$ cat config.mk
export PLATFORM = sky130hd
export DESIGN_NAME = acc_datapath
export DESIGN_NICKNAME = d
export VERILOG_FILES = /design/src/rtl/accdp_pkg.sv /design/src/rtl/accdp_rst_sync.sv /design/src/rtl/accdp_reg.sv /design/src/rtl/accdp_pc.sv /design/src/rtl/accdp_ram.sv /design/src/rtl/accdp_alu.sv /design/src/rtl/acc_datapath.sv
export SDC_FILE = /design/constraint.sdc
export NUM_CORES = 1
export LEC_CHECK = 0
export ABC_AREA = 1
export BUFFER_PORTS_ARGS = -buffer_cell sky130_fd_sc_hd__buf_2
export CAP_MARGIN = 20
export CORE_MARGIN = 2
export CORE_UTILIZATION = 55
export CTS_CLUSTER_SIZE = 25
export DETAILED_ROUTE_END_ITERATION = 6
export PLACE_DENSITY = 0.73
export RECOVER_POWER = 25
export SYNTH_ARGS = -nofsm -noshare
export SYNTH_HDL_FRONTEND = slang
export SYNTH_SLANG_ARGS = --single-unit
$ cat constraint.sdc
create_clock -name clk -period 3.34 [get_ports clk]
set_clock_uncertainty 0.05 [all_clocks]
set_input_delay 0.167 -clock clk [delete_from_list [all_inputs] [get_ports clk]]
set_output_delay 0.167 -clock clk [all_outputs]
set_load 0.03 [all_outputs]
$ cat src/rtl/accdp_pkg.sv
package accdp_pkg;
  // control word bit positions
  localparam int CW_W        = 12;
  localparam int CW_PC_CNT   = 0;
  localparam int CW_PC_OE    = 1;
  localparam int CW_MAR_LD_N = 2;
  localparam int CW_MEM_OE   = 3;
  localparam int CW_IR_LD_N  = 4;
  localparam int CW_IR_OE    = 5;
  localparam int CW_ACC_LD_N = 6;
  localparam int CW_ACC_OE   = 7;
  localparam int CW_ALU_SUB  = 8;
  localparam int CW_ALU_OE   = 9;
  localparam int CW_B_LD_N   = 10;
  localparam int CW_OUT_LD_N = 11;

  // bus source slots
  localparam int NSRC    = 5;
  localparam int SRC_PC  = 0;
  localparam int SRC_MEM = 1;
  localparam int SRC_IR  = 2;
  localparam int SRC_ACC = 3;
  localparam int SRC_ALU = 4;

  // bus-loaded data registers built by a generate loop
  localparam int NDREG    = 3;
  localparam int DREG_ACC = 0;
  localparam int DREG_B   = 1;
  localparam int DREG_OUT = 2;
endpackage

$ cat src/rtl/accdp_rst_sync.sv
module accdp_rst_sync #(
  parameter int STAGES = 2
) (
  input  logic clk,
  input  logic rst_n,
  output logic rst_q_n
);
  logic [STAGES-1:0] sync_q;
  logic [STAGES-1:0] sync_nxt;

  always_comb sync_nxt = {sync_q[STAGES-2:0], 1'b1};

  always_ff @(posedge clk or negedge rst_n) begin
    if (!rst_n) sync_q <= '0;
    else        sync_q <= sync_nxt;
  end

  assign rst_q_n = sync_q[STAGES-1];
endmodule

$ cat src/rtl/accdp_reg.sv
module accdp_reg #(
  parameter int W = 8
) (
  input  logic         clk,
  input  logic         rst_n,
  input  logic         ld_n,
  input  logic [W-1:0] d,
  output logic [W-1:0] q
);
  logic [W-1:0] q_nxt;

  always_comb q_nxt = ld_n ? q : d;

  always_ff @(posedge clk or negedge rst_n) begin
    if (!rst_n) q <= '0;
    else        q <= q_nxt;
  end

  p_load_r4: assert property (@(posedge clk) disable iff (!rst_n)
    !ld_n |=> q == $past(d));
  p_hold_r4: assert property (@(posedge clk) disable iff (!rst_n)
    ld_n |=> $stable(q));
endmodule

$ cat src/rtl/accdp_pc.sv
module accdp_pc #(
  parameter int AW = 4
) (
  input  logic          clk,
  input  logic          rst_n,
  input  logic          cnt,
  output logic [AW-1:0] q
);
  localparam logic [AW-1:0] ONE = {{(AW-1){1'b0}}, 1'b1};
  logic [AW-1:0] q_nxt;

  always_comb q_nxt = cnt ? q + ONE : q;

  always_ff @(posedge clk or negedge rst_n) begin
    if (!rst_n) q <= '0;
    else        q <= q_nxt;
  end

  p_pc_step_r2: assert property (@(posedge clk) disable iff (!rst_n)
    cnt |=> q == $past(q) + ONE);
  p_pc_hold_r2: assert property (@(posedge clk) disable iff (!rst_n)
    !cnt |=> $stable(q));
endmodule

$ cat src/rtl/accdp_ram.sv
module accdp_ram #(
  parameter int AW = 4,
  parameter int DW = 8
) (
  input  logic          clk,
  input  logic          rst_n,
  input  logic          we,
  input  logic [AW-1:0] waddr,
  input  logic [DW-1:0] wdata,
  input  logic [AW-1:0] raddr,
  output logic [DW-1:0] rdata
);
  localparam int DEPTH = 1 << AW;
  logic [DW-1:0] mem_q [DEPTH];

  // contents deliberately not reset
  always_ff @(posedge clk) begin
    if (we) mem_q[waddr] <= wdata;
  end

  always_comb rdata = mem_q[raddr];

  p_prog_write_r9: assert property (@(posedge clk) disable iff (!rst_n)
    we |=> mem_q[$past(waddr)] == $past(wdata));
endmodule

$ cat src/rtl/accdp_alu.sv
module accdp_alu #(
  parameter int DW = 8
) (
  input  logic [DW-1:0] a,
  input  logic [DW-1:0] b,
  input  logic          sub,
  output logic [DW-1:0] y
);
  always_comb y = sub ? a - b : a + b;
endmodule

$ cat src/rtl/acc_datapath.sv
module acc_datapath
  import accdp_pkg::*;
#(
  parameter int DW = 8,
  parameter int AW = 4
) (
  input  logic               clk,
  input  logic               rst_n,
  input  logic [CW_W-1:0]    ctrl,
  input  logic               prog_we,
  input  logic [AW-1:0]      prog_addr,
  input  logic [DW-1:0]      prog_data,
  output logic [DW-AW-1:0]   opcode,
  output logic [DW-1:0]      out_val
);
  localparam int OPW = DW - AW;
  localparam int DREG_LD [NDREG] = '{CW_ACC_LD_N, CW_B_LD_N, CW_OUT_LD_N};

  logic          rst_q_n;
  logic [DW-1:0] bus;
  logic [AW-1:0] pc_q;
  logic [AW-1:0] mar_q;
  logic [DW-1:0] ir_q;
  logic [DW-1:0] mem_rd;
  logic [DW-1:0] alu_y;
  logic [DW-1:0] acc_q;
  logic [DW-1:0] b_q;
  logic [DW-1:0] dreg_q [NDREG];
  logic [DW-1:0] src    [NSRC];
  logic [NSRC-1:0] src_en;

  accdp_rst_sync #(.STAGES(2)) i_rst (
    .clk(clk), .rst_n(rst_n), .rst_q_n(rst_q_n));

  accdp_pc #(.AW(AW)) i_pc (
    .clk(clk), .rst_n(rst_q_n), .cnt(ctrl[CW_PC_CNT]), .q(pc_q));

  accdp_reg #(.W(AW)) i_mar (
    .clk(clk), .rst_n(rst_q_n), .ld_n(ctrl[CW_MAR_LD_N]),
    .d(bus[AW-1:0]), .q(mar_q));

  accdp_reg #(.W(DW)) i_ir (
    .clk(clk), .rst_n(rst_q_n), .ld_n(ctrl[CW_IR_LD_N]),
    .d(bus), .q(ir_q));

  accdp_ram #(.AW(AW), .DW(DW)) i_ram (
    .clk(clk), .rst_n(rst_q_n), .we(prog_we), .waddr(prog_addr),
    .wdata(prog_data), .raddr(mar_q), .rdata(mem_rd));

  for (genvar g = 0; g < NDREG; g++) begin : g_dreg
    accdp_reg #(.W(DW)) i_dreg (
      .clk(clk), .rst_n(rst_q_n), .ld_n(ctrl[DREG_LD[g]]),
      .d(bus), .q(dreg_q[g]));
  end

  assign acc_q   = dreg_q[DREG_ACC];
  assign b_q     = dreg_q[DREG_B];
  assign out_val = dreg_q[DREG_OUT];
  assign opcode  = ir_q[DW-1:AW];

  accdp_alu #(.DW(DW)) i_alu (
    .a(acc_q), .b(b_q), .sub(ctrl[CW_ALU_SUB]), .y(alu_y));

  // bus sources and their enables
  always_comb begin
    src[SRC_PC]     = {{OPW{1'b0}}, pc_q};
    src[SRC_MEM]    = mem_rd;
    src[SRC_IR]     = {{OPW{1'b0}}, ir_q[AW-1:0]};
    src[SRC_ACC]    = acc_q;
    src[SRC_ALU]    = alu_y;
    src_en[SRC_PC]  = ctrl[CW_PC_OE];
    src_en[SRC_MEM] = ctrl[CW_MEM_OE];
    src_en[SRC_IR]  = ctrl[CW_IR_OE];
    src_en[SRC_ACC] = ctrl[CW_ACC_OE];
    src_en[SRC_ALU] = ctrl[CW_ALU_OE];
  end

  // priority-free one-hot multiplexer
  always_comb begin
    bus = '0;
    for (int i = 0; i < NSRC; i++) bus = bus | (src[i] & {DW{src_en[i]}});
  end

  p_one_driver_r10: assert property (@(posedge clk) disable iff (!rst_q_n)
    $countones(src_en) <= 1);
  p_opcode_r5: assert property (@(posedge clk) disable iff (!rst_q_n)
    !ctrl[CW_IR_LD_N] |=> opcode == $past(bus[DW-1:AW]));
endmodule

==> metrics.csv, run 1 <==
metric,value,unit
status,"finished, violations left",
violations,design-rule violations,
hpwl,11000,um
fp.coreArea,0.0137,sq mm
grt_pass1_wl,27200,um
synthArstFlopShare,24.7,%
die_x,122,um
grt_max_degree,62,
grt.total_usage,24.8,%
dieArea,0.0148,sq mm
vdd_ir_drop_max,0.379,mV
h-tree-depth,4,
fin_area,0.00849,sq mm
yosys_warnings,0,
grt_pass1_vias,5225,
grt_overflow,0,
critical_path_required,3610,ps
maxSlewViolCount,0,
period_share,78.8,%
fmax,380,MHz
ys_seq_area_share,64.1,%
synth_mux_area_share,0.148,%
power.internal,4430,uW
start_util,55.6,%
io_buffers,38,
core.rowCount,43,
cts_tree,done,
p_total,6830,uW
power.density,804,mW/mm^2
n_fill_cell,1102,
drt_wl_total,17200,um
cts_resized,0,
synthTopCellsByCount,"nand2_1 (226), edfxtp_1 (128), nor2_1 (106)",
place_congestion,0.931,
setup_viol,0,
chipHeight,122,um
ant_nets,0,
cts_sinks,170,
pwr-share-seq,39.9,%
drt-initial-drc-count,485,
hold_viol_final,0,
drc,1,
synth_top_area_cell,edfxtp_1,
maxCapViolCount,0,
netlist_area,0.00763,sq mm
synth-compound-area-share,6.15,%
p_leak,0.00356,uW
p_sw,2390,uW
antennaDiodeCount,0,
ys_types,33,
synth_enable_flop_cells,128,
regToRegSetupSlack,710,ps
numCtsBuffers,17,
endpoint_kind,flip-flop,
vias_per_cell,5.57,
synth.area.top_cells,"edfxtp_1 (50%), dfrtp_1 (14%), nand2_1 (11%)",
firstDrtPassIters,7,
netlist_instances,750,
vias,5441,
synth_top_area_share,50.4,%
synth_nets,787,
power_frac_clock,29.7,%
area_delta_synth_final,11.2,%
clockBufferDepth,2,
clkSlewWorstSetupHoldPaths,70,ps
synth.most_common_cell,nand2_1,
antenna_found_initial,0,
p_sw_share,35.1,%
hold_path_class,input pin to flip-flop,
routedWlPerCell,17.6,um
tns,0,ps
relSlewSlack,41.9,%
worst_pin_slew,869,ps
place_area,0.00784,sq mm
drive_above_1_share,10.3,%
finalNetCount,820,
crit_type,flip-flop to flip-flop,
ioPinCount,39,
ys.flop_type,edfxtp_1,
post-route-min-period,2630,ps
synth_xor_area_share,0.918,%
cts_root_buf,clkbuf_16,
grt_setup_unrepaired,no,
combPwrFrac,30.4,%
clkLatencyLatePin,430,ps
crit_fanout,5,
avgSynthCellArea,10.2,sq um
synth_top_family_by_area,simple AND/OR/NAND/NOR gates,
start_kind,flip-flop,
arrival,2910,ps
synth-seq-cells,170,
synthSimpleGateAreaFrac,21.2,%
synthAdderAreaFrac,1.74,%
-- cells in the final DEF (no fill, tap or decap) --
master         count
xor2_1             4
inv_6              1
fa_1               1
nand2_1          226
or2_2              1
dlygate4sd3_1      5
o21ai_1           11
bufinv_16          4
nand4_1            5
clkbuf_1           8
nand3_2            7
o21ai_0           46
a22oi_1            1
edfxtp_1         128
o211ai_1           7
buf_4              5
inv_1             46
o211ai_2           2
mux2_2             1
nand3_1           42
nand2_2            5
clkinvlp_4         2
nor2_1           106
clkinv_1           4
nand3b_1           3
dfrtp_2            1
dfrtp_1           41
a22o_1             2
ha_1               9
a221oi_1           3
a21oi_1           11
clkinv_4           3
xnor2_1            4
conb_1             1
inv_2              1
buf_2             32
clkbuf_16         17
-- registers in the layout, summed over array words and instances (netlist names) --
signal	cells
i_mar.q	4
g_dreg.i_dreg.q	24
i_ir.q	8
i_rst.sync_q	2
i_pc.q	4
i_ram.mem_q	128
-- critical path, cell delays in order, from the launching register on --
cell and delay, ps:
dfrtp_1 400, inv_1 90, ha_1 150, inv_1 50
nor2_1 80, inv_1 70, o21ai_0 190, xnor2_1 150
inv_1 60, ha_1 340, nand2_1 150, nand2_1 60
nand2_1 60, nand2_1 50, a21oi_1 150, nand3_1 90
nand3_1 110, nand3_2 100, nand2_1 80, nand2_1 50
-- per-stage QoR --
stage / instances / setup slack (ps) / util [%] / hold WS, ps
floorplan: 750 / 1020 / - / -179
global placement: 939 / 878 / 57.1 / -98.0
detailed placement: 939 / 752 / 57.1 / -96.1
CTS: 976 / 742 / 61.9 / 4.84
global route: 976 / 417 / 61.9 / 17.2
finish: 976 / 710 / 61.9 / 11.1
-- power by group through the flow --
stage	Combinational (uW)	Clock, uW	Sequential, uW
after global routing	2300	2130	2760
after floorplan	1540	0	2760
after detailed placement	2030	0	2760
final	2070	2030	2730
after CTS	2050	2040	2720
after global placement	1940	0	2760
-- worst paths after layout --
path,startpoint,to,depth (start not counted)
hold reg to reg,i_rst.sync_q[1],g_dreg[2].i_dreg.q[4],1
setup reg to reg,g_dreg[1].i_dreg.q[0],g_dreg[1].i_dreg.q[7],19
max in group asynchronous,rst_n,i_rst.sync_q[1],3
setup / recovery,g_dreg[1].i_dreg.q[0],g_dreg[1].i_dreg.q[7],19
min in group asynchronous,i_rst.sync_q[1],g_dreg[2].i_dreg.q[4],1
hold / removal,ctrl[10],g_dreg[1].i_dreg.q[7],3
-- what timing repair did --
| item | CTS | global route |
|---|---|---|
| endpoints found under the hold margin | 16 | 0 |
| hold buffers | 5 | 0 |
| setup buffers | 0 | 0 |
-- cells by family (layout without fill, tap and decap cells) --
kind of cell	Yosys count	in the layout
compound gates	83	83
xor+xnor	8	8
fa+ha+maj	10	10
buf+inv	82	128
flops	170	170
mux	1	1
other cells	1	1
simple gates	395	395
-- routing by layer --
metal	up-vias	track usage (%)	wire length [um]
met5	-	0	0
met4	0	11.0	505
met3	39	4.59	966
met2	199	40.4	8600
met1	2647	32.7	7100
li1	2556	-	-
-- final cells by class --
cell class | count | area (sq um) | area share (%)
sequential | 170 | 4900 | 57.7
multi-input combinational | 498 | 2300 | 27.1
clock buffer | 19 | 433 | 5.10
timing repair buffer | 48 | 270 | 3.18
tap | 180 | 225 | 2.65
inverter | 48 | 185 | 2.18
clock inverter | 13 | 176 | 2.08
Power figures use the tool's default switching activity.
==> inputs of run 2 (changes only) <==
Clock period 3.34 ns to 2.75 ns, I/O delays scaled along.
==> metrics.csv, run 2 (same netlist as run 1, synthesis figures left out) <==
metric,value,unit,change
slowest_delay,400,ps,about the same
vdd_ir_drop_max,0.765,mV,was 0.379 mV
h-tree-depth,4,,unchanged
period_share,94.0,%,was 78.8%
grt.total_usage,24.5,%,was 24.8%
register_area,0.00490,sq mm,unchanged
io_buffers,38,,unchanged
p_leak,0.00359,uW,was 0.00356 uW
maxCapViolCount,0,,unchanged
numCtsBuffers,17,,unchanged
largestRegisters,"i_ram.mem_q x128, g_dreg.i_dreg.q x24, i_ir.q x8",,unchanged
ant_nets,0,,unchanged
p_sw,2970,uW,was 2390 uW
finalNetCount,825,,was 820
reg2regPathDepth,20,,was 19
place_area,0.00785,sq mm,was 0.00784 sq mm
crit_type,flip-flop to flip-flop,,unchanged
largest_register_ffs,128,,unchanged
crit_fanout,4,,was 5
start_kind,flip-flop,,unchanged
min-delay-start,prog_data[6],,was ctrl[10]
power_frac_clock,29.0,%,was 29.7%
grt_max_degree,62,,unchanged
multi_input_area,0.00234,sq mm,was 0.00230 sq mm
core.rowCount,43,,unchanged
ioPinCount,39,,unchanged
maxSlewViolCount,0,,unchanged
power.density,975,mW/mm^2,was 804 mW/mm^2
routedWlPerCell,17.3,um,was 17.6 um
drt-initial-drc-count,606,,was 485
final_cell_mix,"nand2_1 (225), edfxtp_1 (128), nor2_1 (106), inv_1 (46), o21ai_0 (45)",,"was nand2_1 (226), edfxtp_1 (128), nor2_1 (106), inv_1 (46), o21ai_0 (46)"
layout_commonest_cell,nand2_1,,unchanged
path_cells,inv_1 -> ha_1 -> inv_1 -> nor2_1 -> inv_1 -> o21ai_0 -> nand2_1 -> xor2_1 -> inv_1 -> ha_4 -> nand2_1 -> inv_1 -> nand2_1 -> nand2_1 -> a21oi_2 -> nand3_1 -> nand3_1 -> nand3_2 -> nand2_1 -> nand2_1,,was inv_1 -> ha_1 -> inv_1 -> nor2_1 -> inv_1 -> o21ai_0 -> xnor2_1 -> inv_1 -> ha_1 -> nand2_1 -> nand2_1 -> nand2_1 -> nand2_1 -> a21oi_1 -> nand3_1 -> nand3_1 -> nand3_2 -> nand2_1 -> nand2_1
fmax,387,MHz,was 380 MHz
area_delta_synth_final,12.1,%,was 11.2%
post-route-min-period,2590,ps,was 2630 ps
hpwl,11000,um,about the same
cts_tree,done,,unchanged
worst_path_max_delay_cell,dfrtp_1,,unchanged
r2r-end,g_dreg[0].i_dreg.q[7],,was g_dreg[1].i_dreg.q[7]
cts_sinks,170,,unchanged
grt_pass1_vias,5479,,was 5225
min_to,i_ram.mem_q[10][6],,was g_dreg[1].i_dreg.q[7]
antenna_found_initial,0,,unchanged
clkSlewWorstSetupHoldPaths,60,ps,was 70 ps
die_x,122,um,unchanged
crit_top_cell,nand2_1,,unchanged
clkLatencyLatePin,420,ps,was 430 ps
drc,0,,was 1
chipHeight,122,um,unchanged
grt_overflow,0,,unchanged
drt_wl_total,16900,um,was 17200 um
fin_area,0.00855,sq mm,was 0.00849 sq mm
combPwrFrac,31.6,%,was 30.4%
worst_pin_slew,840,ps,was 869 ps
n_fill_cell,1090,,was 1102
p_total,8340,uW,was 6830 uW
holdWs,88.9,ps,was 11.1 ps
relSlewSlack,43.8,%,was 41.9%
endpoint_kind,flip-flop,,unchanged
clockBufferDepth,2,,unchanged
firstDrtPassIters,5,,was 7
power.internal,5370,uW,was 4430 uW
arrival,2850,ps,was 2910 ps
vias,5429,,was 5441
r2r_start,g_dreg[1].i_dreg.q[0],,unchanged
pwr-share-seq,39.4,%,was 39.9%
p_sw_share,35.6,%,was 35.1%
vias_per_cell,5.54,,was 5.57
start_util,55.6,%,unchanged
cts_root_buf,clkbuf_16,,unchanged
dieArea,0.0148,sq mm,unchanged
regToRegSetupSlack,160,ps,was 710 ps
setup_viol,0,,unchanged
antennaDiodeCount,0,,unchanged
whs_path_depth,1,,was 3
status,completed,,"was finished, violations left"
drive_above_1_share,11.4,%,was 10.3%
place_congestion,0.899,,was 0.931
hold_viol_final,0,,unchanged
hold_path_class,input pin to flip-flop,,unchanged
grt_pass1_wl,27300,um,was 27200 um
top_register,i_ram.mem_q,,unchanged
post_cts_buffers,0,,unchanged
critical_path_required,3010,ps,was 3610 ps
fp.coreArea,0.0137,sq mm,unchanged
## run 2: cell count changes in the layout (fill, tap and decap cells not counted), sizes merged
cell | previous run | this run
clkinv | 7 | 5
clkinvlp | 2 | 0
dlygate4sd3 | 5 | 8
clkbuf | 25 | 24
buf | 37 | 39
bufinv | 4 | 3
inv | 48 | 53
## run 2: worst max-delay path by stage
stage	startpoint	endpoint	slack, ps
2_1_floorplan	g_dreg[1].i_dreg.q[0]	g_dreg[0].i_dreg.q[6]	430
3_3_place_gp	g_dreg[1].i_dreg.q[0]	i_ir.q[7]	290
3_5_place_dp	g_dreg[1].i_dreg.q[0]	i_ir.q[7]	180
4_1_cts	g_dreg[1].i_dreg.q[0]	i_ir.q[7]	130
5_1_grt	g_dreg[1].i_dreg.q[0]	i_ir.q[7]	-90
6_report	g_dreg[1].i_dreg.q[0]	g_dreg[0].i_dreg.q[7]	160
## run 2: power by group through the flow
stage          Combinational (uW)  Sequential [uW]  Clock [uW]
2_1_floorplan                1870             3350           0
3_3_place_gp                 2400             3310           0
3_5_place_dp                 2490             3320           0
4_1_cts                      2530             3270        2430
5_1_grt                      2940             3320        2550
6_report                     2630             3290        2420
## run 2: area by class of cell
class	instances	area share, %
flip-flops and latches	170	57.2
multi-input cells	498	27.3
clock buffers	18	5.02
repair buffers	53	3.69
well taps	180	2.63
inverters	48	2.17
clock inverters	13	1.95
## run 2: repair_timing
item | 4_1_cts | 5_1_grt
endpoints found under the hold margin | 33 | 0
setup endpoints to repair | 0 | 8
hold buffers | 8 | 0
gates resized for setup | 0 | 5
## run 2: stage by stage
stage	util, %	setup slack (ps)	setup TNS, ps	std cells
after CTS	62.2	130	0	980
after global placement	57.2	286	0	941
after detailed placement	57.2	179	0	941
final	62.3	164	0	980
after global routing	62.3	-86.9	-282	980
after floorplan	-	426	0	750
## run 2: routing by layer
layer	up-vias	track usage (%)	routed length [um]
met5	-	0	0
met4	0	9.84	464
met3	42	6.18	941
met2	211	40.2	8430
met1	2607	31.6	7090
li1	2569	-	-
## run 2: worst max-delay path, delay by kind of cell (launching register included)
kind | cells | cell delay (ps)
simple gates | 10 | 830
buf+inv | 5 | 340
fa+ha+maj | 2 | 380
xor+xnor | 1 | 170
compound gates | 2 | 300
flops | 1 | 400
